**config.mk**
```make
export PLATFORM = sky130hd
export DESIGN_NAME = dir_cache_ctrl
export DESIGN_NICKNAME = d
export VERILOG_FILES = /design/src/rtl/clc_pkg.sv /design/src/rtl/clc_line_store.sv /design/src/rtl/clc_coh_resp.sv /design/src/rtl/dir_cache_ctrl.sv
export SDC_FILE = /design/constraint.sdc
export NUM_CORES = 1
export LEC_CHECK = 0
export ABC_CLOCK_PERIOD_IN_PS = 7200
export BUFFER_PORTS_ARGS = -buffer_cell sky130_fd_sc_hd__buf_2
export CAP_MARGIN = 0
export CORE_MARGIN = 10
export CORE_UTILIZATION = 50
export CTS_CLUSTER_SIZE = 8
export DETAILED_ROUTE_END_ITERATION = 8
export PLACE_DENSITY = 0.7
export SYNTH_ARGS = -nofsm -noshare
export SYNTH_HDL_FRONTEND = slang
export SYNTH_HIERARCHICAL = 1
export SYNTH_SLANG_ARGS = --single-unit
```
**constraint.sdc**
```tcl
create_clock -name clk -period 7.2 [get_ports clk]
set_clock_uncertainty 0.05 [all_clocks]
set_input_delay 0.72 -clock clk [delete_from_list [all_inputs] [get_ports clk]]
set_output_delay 0.72 -clock clk [all_outputs]
set_load 0.01 [all_outputs]
```
**src/rtl/clc_pkg.sv**
```systemverilog
package clc_pkg;
  typedef enum logic [1:0] {LS_INV = 2'd0, LS_SHD = 2'd1, LS_EXC = 2'd2} line_st_e;
  localparam logic [1:0] OM_RDMISS = 2'd0;
  localparam logic [1:0] OM_WRMISS = 2'd1;
  localparam logic [1:0] OM_WBACK  = 2'd2;
  localparam logic [1:0] IM_INV      = 2'd0;
  localparam logic [1:0] IM_FETCH    = 2'd1;
  localparam logic [1:0] IM_FETCHINV = 2'd2;
  localparam logic [1:0] IM_REPLY    = 2'd3;
endpackage

```
**src/rtl/clc_line_store.sv**
```systemverilog
module clc_line_store
  import clc_pkg::*;
#(
  parameter int IDX_W  = 2,
  parameter int TAG_W  = 6,
  parameter int DATA_W = 8
) (
  input  logic              clk,
  input  logic              rst,
  input  logic [IDX_W-1:0]  ra_idx,
  output line_st_e          ra_state,
  output logic [TAG_W-1:0]  ra_tag,
  output logic [DATA_W-1:0] ra_data,
  input  logic [IDX_W-1:0]  rb_idx,
  output line_st_e          rb_state,
  output logic [TAG_W-1:0]  rb_tag,
  output logic [DATA_W-1:0] rb_data,
  input  logic              we,
  input  logic [IDX_W-1:0]  w_idx,
  input  line_st_e          w_state,
  input  logic [TAG_W-1:0]  w_tag,
  input  logic [DATA_W-1:0] w_data
);
  localparam int LINES = 1 << IDX_W;

  line_st_e          st_q   [LINES];
  logic [TAG_W-1:0]  tag_q  [LINES];
  logic [DATA_W-1:0] data_q [LINES];

  // state array resets; tag and data arrays are plain RAM
  always_ff @(posedge clk) begin
    if (rst) begin
      for (int i = 0; i < LINES; i++) st_q[i] <= LS_INV;
    end else if (we) begin
      st_q[w_idx] <= w_state;
    end
  end

  always_ff @(posedge clk) begin
    if (we) begin
      tag_q[w_idx]  <= w_tag;
      data_q[w_idx] <= w_data;
    end
  end

  assign ra_state = st_q[ra_idx];
  assign ra_tag   = tag_q[ra_idx];
  assign ra_data  = data_q[ra_idx];
  assign rb_state = st_q[rb_idx];
  assign rb_tag   = tag_q[rb_idx];
  assign rb_data  = data_q[rb_idx];
endmodule

```
**src/rtl/clc_coh_resp.sv**
```systemverilog
module clc_coh_resp
  import clc_pkg::*;
#(
  parameter int TAG_W = 6
) (
  input  logic             in_valid,
  input  logic [1:0]       in_type,
  input  logic [TAG_W-1:0] in_tag,
  input  line_st_e         line_state,
  input  logic [TAG_W-1:0] line_tag,
  output logic             coh_msg,
  output logic             upd,
  output logic             send_wb,
  output line_st_e         new_state
);
  logic match;

  assign coh_msg = in_valid && (in_type != IM_REPLY);
  assign match   = (line_state != LS_INV) && (line_tag == in_tag);

  always_comb begin
    upd       = 1'b0;
    send_wb   = 1'b0;
    new_state = line_state;
    if (coh_msg && match) begin
      case (in_type)
        IM_INV: if (line_state == LS_SHD) begin
          upd = 1'b1; new_state = LS_INV;
        end
        IM_FETCH: if (line_state == LS_EXC) begin
          upd = 1'b1; send_wb = 1'b1; new_state = LS_SHD;
        end
        IM_FETCHINV: if (line_state == LS_EXC) begin
          upd = 1'b1; send_wb = 1'b1; new_state = LS_INV;
        end
        default: ;
      endcase
    end
  end
endmodule

```
**src/rtl/dir_cache_ctrl.sv**
```systemverilog
module dir_cache_ctrl
  import clc_pkg::*;
#(
  parameter int ADDR_W  = 8,
  parameter int DATA_W  = 8,
  parameter int IDX_W   = 2,
  parameter int NODE_W  = 2,
  parameter int NODE_ID = 1
) (
  input  logic              clk,
  input  logic              rst,
  input  logic              cpu_req,
  input  logic              cpu_we,
  input  logic [ADDR_W-1:0] cpu_addr,
  input  logic [DATA_W-1:0] cpu_wdata,
  output logic              cpu_done,
  output logic [DATA_W-1:0] cpu_rdata,
  output logic              busy,
  input  logic              in_valid,
  input  logic [1:0]        in_type,
  input  logic [ADDR_W-1:0] in_addr,
  input  logic [DATA_W-1:0] in_data,
  output logic              out_valid,
  output logic [1:0]        out_type,
  output logic [NODE_W-1:0] out_dest,
  output logic [NODE_W-1:0] out_src,
  output logic [ADDR_W-1:0] out_addr,
  output logic [DATA_W-1:0] out_data
);
  localparam int TAG_W = ADDR_W - IDX_W;

  typedef enum logic [2:0] {F_IDLE, F_WBACK, F_MISS, F_WAIT, F_DONE} fsm_e;

  fsm_e              st;
  logic              rq_we;
  logic [ADDR_W-1:0] rq_addr;
  logic [DATA_W-1:0] rq_wdata;

  logic [IDX_W-1:0]  ra_idx;
  line_st_e          ra_state, rb_state, w_state, coh_state;
  logic [TAG_W-1:0]  ra_tag, rb_tag, w_tag;
  logic [DATA_W-1:0] ra_data, rb_data, w_data;
  logic [IDX_W-1:0]  w_idx;
  logic              we, coh_msg, coh_upd, coh_wb, hit, reply;

  function automatic logic [NODE_W-1:0] home_of(input logic [ADDR_W-1:0] a);
    return a[ADDR_W-1 -: NODE_W];
  endfunction

  assign ra_idx = (st == F_IDLE) ? cpu_addr[IDX_W-1:0] : rq_addr[IDX_W-1:0];
  assign reply  = in_valid && (in_type == IM_REPLY) && (st == F_WAIT);
  assign hit    = (ra_tag == cpu_addr[ADDR_W-1:IDX_W]) &&
                  (cpu_we ? (ra_state == LS_EXC) : (ra_state != LS_INV));

  clc_line_store #(.IDX_W(IDX_W), .TAG_W(TAG_W), .DATA_W(DATA_W)) u_store (
    .clk(clk), .rst(rst),
    .ra_idx(ra_idx), .ra_state(ra_state), .ra_tag(ra_tag), .ra_data(ra_data),
    .rb_idx(in_addr[IDX_W-1:0]), .rb_state(rb_state), .rb_tag(rb_tag), .rb_data(rb_data),
    .we(we), .w_idx(w_idx), .w_state(w_state), .w_tag(w_tag), .w_data(w_data)
  );

  clc_coh_resp #(.TAG_W(TAG_W)) u_coh (
    .in_valid(in_valid), .in_type(in_type), .in_tag(in_addr[ADDR_W-1:IDX_W]),
    .line_state(rb_state), .line_tag(rb_tag),
    .coh_msg(coh_msg), .upd(coh_upd), .send_wb(coh_wb), .new_state(coh_state)
  );

  // single write port: inbound requests win, the processor side stalls
  always_comb begin
    we      = 1'b0;
    w_idx   = ra_idx;
    w_state = ra_state;
    w_tag   = ra_tag;
    w_data  = ra_data;
    if (coh_upd) begin
      we      = 1'b1;
      w_idx   = in_addr[IDX_W-1:0];
      w_state = coh_state;
      w_tag   = rb_tag;
      w_data  = rb_data;
    end else begin
      case (st)
        F_IDLE: if (cpu_req && !coh_msg && hit && cpu_we) begin
          we = 1'b1; w_state = LS_EXC; w_data = cpu_wdata;
        end
        F_WBACK: if (!coh_msg && ra_state == LS_EXC) begin
          we = 1'b1; w_state = LS_INV;
        end
        F_WAIT: if (reply) begin
          we      = 1'b1;
          w_state = rq_we ? LS_EXC : LS_SHD;
          w_tag   = rq_addr[ADDR_W-1:IDX_W];
          w_data  = rq_we ? rq_wdata : in_data;
        end
        default: ;
      endcase
    end
  end

  assign out_src = NODE_W'(NODE_ID);

  always_ff @(posedge clk) begin
    if (rst) begin
      st        <= F_IDLE;
      busy      <= 1'b0;
      cpu_done  <= 1'b0;
      cpu_rdata <= '0;
      out_valid <= 1'b0;
      out_type  <= OM_RDMISS;
      out_dest  <= '0;
      out_addr  <= '0;
      out_data  <= '0;
      rq_we     <= 1'b0;
      rq_addr   <= '0;
      rq_wdata  <= '0;
    end else begin
      out_valid <= 1'b0;
      cpu_done  <= 1'b0;
      if (coh_wb) begin
        out_valid <= 1'b1;
        out_type  <= OM_WBACK;
        out_addr  <= {rb_tag, in_addr[IDX_W-1:0]};
        out_dest  <= home_of({rb_tag, in_addr[IDX_W-1:0]});
        out_data  <= rb_data;
      end
      case (st)
        F_IDLE: if (cpu_req && !coh_msg) begin
          rq_we    <= cpu_we;
          rq_addr  <= cpu_addr;
          rq_wdata <= cpu_wdata;
          if (hit) begin
            cpu_done  <= 1'b1;
            cpu_rdata <= cpu_we ? cpu_wdata : ra_data;
            st        <= F_DONE;
          end else if (ra_state == LS_EXC) begin
            st <= F_WBACK;
          end else begin
            st <= F_MISS;
          end
        end
        F_WBACK: if (!coh_msg) begin
          if (ra_state == LS_EXC) begin
            out_valid <= 1'b1;
            out_type  <= OM_WBACK;
            out_addr  <= {ra_tag, rq_addr[IDX_W-1:0]};
            out_dest  <= home_of({ra_tag, rq_addr[IDX_W-1:0]});
            out_data  <= ra_data;
          end
          st <= F_MISS;
        end
        F_MISS: if (!coh_msg) begin
          out_valid <= 1'b1;
          out_type  <= rq_we ? OM_WRMISS : OM_RDMISS;
          out_addr  <= rq_addr;
          out_dest  <= home_of(rq_addr);
          out_data  <= '0;
          busy      <= 1'b1;
          st        <= F_WAIT;
        end
        F_WAIT: if (reply) begin
          cpu_done  <= 1'b1;
          cpu_rdata <= rq_we ? rq_wdata : in_data;
          busy      <= 1'b0;
          st        <= F_DONE;
        end
        default: st <= F_IDLE;
      endcase
    end
  end
endmodule

```
==> impl_metrics.py <==
metrics = {
    "grt": {
        "grt_start_max_net_pins": 67,
        "grt_pass1_vias": 4594,
        "use_met3": 0.0610,
        "overflow": 0,
        "gr-usage-met2": 0.283,
        "grt_usage": 0.186,
        "antenna_found_initial": 0,
        "use_met1": 0.241,
        "busiest_layer": "met2",
        "grt_pass1_wl_um": 25700,
    },
    "synthesis": {
        "yosysTopAreaCell": "edfxtp_1",
        "synth-seq-cells": 115,
        "ys_seq_area_frac": 0.473,
        "synth_area_mm2": 0.00622,
        "syn_nets": 573,
        "synthCells": 530,
        "async_flop_share": 0,
        "ys.flop_type": "edfxtp_1",
        "yosysUniqueCellTypes": 58,
        "yosysWarnings": 6,
        "syn_avg_cell_area_um2": 11.7,
        "synth_edf_count": 64,
        "synth_top_area_frac": 0.309,
        "synth.area.top_cells": "edfxtp_1, dfxtp_1, mux4_2, mux2i_1, mux4_1",
    },
    "layout": {
        "diodes": 0,
        "multi_input_area_mm2": 0.00301,
        "regArea_mm2": 0.00294,
        "area_growth_pct": 16.0,
        "mostFrequentLayoutCells": "buf_2, edfxtp_1, nor2_1",
        "nFillCells": 958,
        "final_cells": 764,
        "final_common_cell": "buf_2",
        "fin_util": 0.596,
        "post_route_cells_drive_above_1_share": 0.263,
        "finalNetCount": 626,
    },
    "place": {
        "dp.cells": 732,
        "dp_hpwl_um": 11100,
        "gp_congestion": 0.883,
        "port_buffers": 69,
    },
    "floorplan": {
        "core_mm2": 0.0121,
        "placementRows": 40,
        "start_util": 0.514,
        "chipHeight_um": 132,
        "die-width_um": 132,
        "ios": 72,
        "die_area_mm2": 0.0173,
    },
    "flow_run": {
        "maxCapViolations": 0,
    },
    "clock_network": {
        "ctsResizeCount": 0,
        "clk_pin_slew_ns": 0.05,
        "clk_latency_ns": 0.42,
        "htreeDepth": 4,
        "cts-root-buf": "clkbuf_16",
        "numCtsBuffers": 17,
        "cts_setup_buffers": 0,
        "cts_tree": "built",
        "hold_buffers": 0,
        "cts_num_sinks": 115,
        "clock_path_buffers": 2,
    },
    "timing": {
        "setup_viol": 0,
        "fin_crit_ns": 5.47,
        "drv_slew": 0,
        "worst_slew_pin_slew_ns": 1.25,
        "rsz0062_at_grt": "no",
        "tns_ns": 0,
        "finalHoldViolations": 0,
        "relSlewSlack": 0.166,
        "fin_crit_sh": 0.759,
        "fmax_ghz": 0.183,
    },
    "routing": {
        "vias": 4674,
        "ant_nets": 0,
        "first_pass_iters": 8,
        "routed_wl_um": 16300,
        "drc": 0,
        "avgRoutedWirePerCell_um": 21.4,
        "drtIter0Drc": 481,
        "via_per_inst": 6.12,
    },
    "power_and_ir_drop": {
        "vdd_ir_drop_max_uv": 149,
        "p_leak_nw": 2.83,
        "p_total_mw": 2.27,
        "powerDensity_mw_per_mm2": 315,
    },
    "worst_setup_path": {
        "reg2reg_slack_ns": 1.73,
        "crit_type": "flip-flop to flip-flop",
        "crit-reg2reg-capture": "u_store/st_q[0][1]",
        "r2r_start": "st[0]",
        "ff2ff_path_depth": 9,
        "cp-end-kind": "flip-flop",
        "crit_required_ns": 7.29,
        "critPathLaunchType": "flip-flop",
        "cp_max_fo": 24,
        "cp.arrival_ns": 5.55,
    },
    "min_path": {
        "hold_class": "flip-flop to flip-flop",
        "min_from": "out_addr[6]",
        "holdPathEnd": "out_addr[6]",
        "hold_depth": 2,
    },
    "run_status": {
        "outcome": "completed",
    },
}
routing by layer:
layer,share of wire,routed length (um)
met5,0,0
met4,0.018,289
met3,0.11,1720
met2,0.46,7460
met1,0.42,6860
synthesized netlist by cell type, types with 4 or more instances:
master    number
dfxtp_1       51
xnor2_1        4
nor3_1        23
nand3_1        5
o41ai_1        9
nor2b_1        8
mux2i_1       41
a21oi_1       33
nand3b_1       4
nand2b_1      14
a22oi_1        4
o221ai_1       8
buf_2         14
o21ai_0       17
inv_1          8
nand2_1       31
mux2_2        18
ha_1           4
mux4_2        20
nor2_1        57
buf_4          6
xor2_1         8
mux4_1        12
a222oi_1       6
clkbuf_1      15
edfxtp_1      64
area by class of cell:
type	count	share of cell area
timing repair buffer	75	0.0541
multi-input combinational	366	0.417
inverter	8	0.00416
tap	168	0.0291
clock buffer	27	0.0801
clock inverter	5	0.00763
sequential	115	0.408
kinds of logic (layout without fill, tap and decap cells):
logic type	count (synthesis)	after routing	share of synthesized area
DFF	115	115	0.473
muxes	91	91	0.222
AOI/OAI and AO/OA	94	94	0.104
and+or+nand+nor	163	163	0.130
other	2	2	0.00121
xor gates and xnor gates	12	12	0.0169
adders and majority gates	4	4	0.00805
buffers and inverters	49	115	0.0449
worst max path at each step:
stage / from / endpoint / slack (ns) / cells past startpoint
after floorplan: in_addr[0] / u_store/st_q[0][0] / 1.78 / 13
after global placement: in_addr[0] / u_store/st_q[0][0] / 2.01 / 10
after detailed placement: st[0] / u_store/st_q[0][0] / 1.86 / 9
after CTS: st[0] / u_store/st_q[0][1] / 1.73 / 9
after global routing: st[0] / u_store/st_q[0][0] / 1.34 / 9
final: st[0] / u_store/st_q[0][1] / 1.73 / 9
power by group:
group	switching [mW]	internal [mW]	total [mW]	leakage, nW
combinational	0.349	0.226	0.575	1.52
clock	0.293	0.584	0.877	0.314
sequential	0.0408	0.778	0.819	1.00
metrics by stage:
stage | hold slack (ns) | setup slack, ns | area, um^2
6_report | 0.404 | 1.73 | 7220
5_1_grt | 0.432 | 1.34 | 7220
4_1_cts | 0.406 | 1.73 | 7220
3_5_place_dp | 0.399 | 1.86 | 6580
3_3_place_gp | 0.388 | 2.01 | 6580
2_1_floorplan | 0.413 | 1.78 | 6220
worst max-delay path, cell delays in order, from the launching register on:
cell and delay, ns:
dfxtp_1 0.45, nor3_1 0.51, mux2_2 0.68, mux4_2 0.65, and4bb_2 0.35, and2_1 0.78
nor2_1 0.15, nand3b_1 0.25, nor3b_2 1.03, or2_2 0.28
flip-flops by register name, indices dropped and copies added (netlist names):
register,count
rq_we,1
cpu_rdata,8
u_store/data_q,32
rq_wdata,8
rq_addr,8
u_store/tag_q,24
busy,1
out_type,2
out_dest,2
st,3
out_data,8
u_store/st_q,8
cpu_done,1
out_valid,1
out_addr,8
No activity file was read; power rests on OpenSTA's default activity.
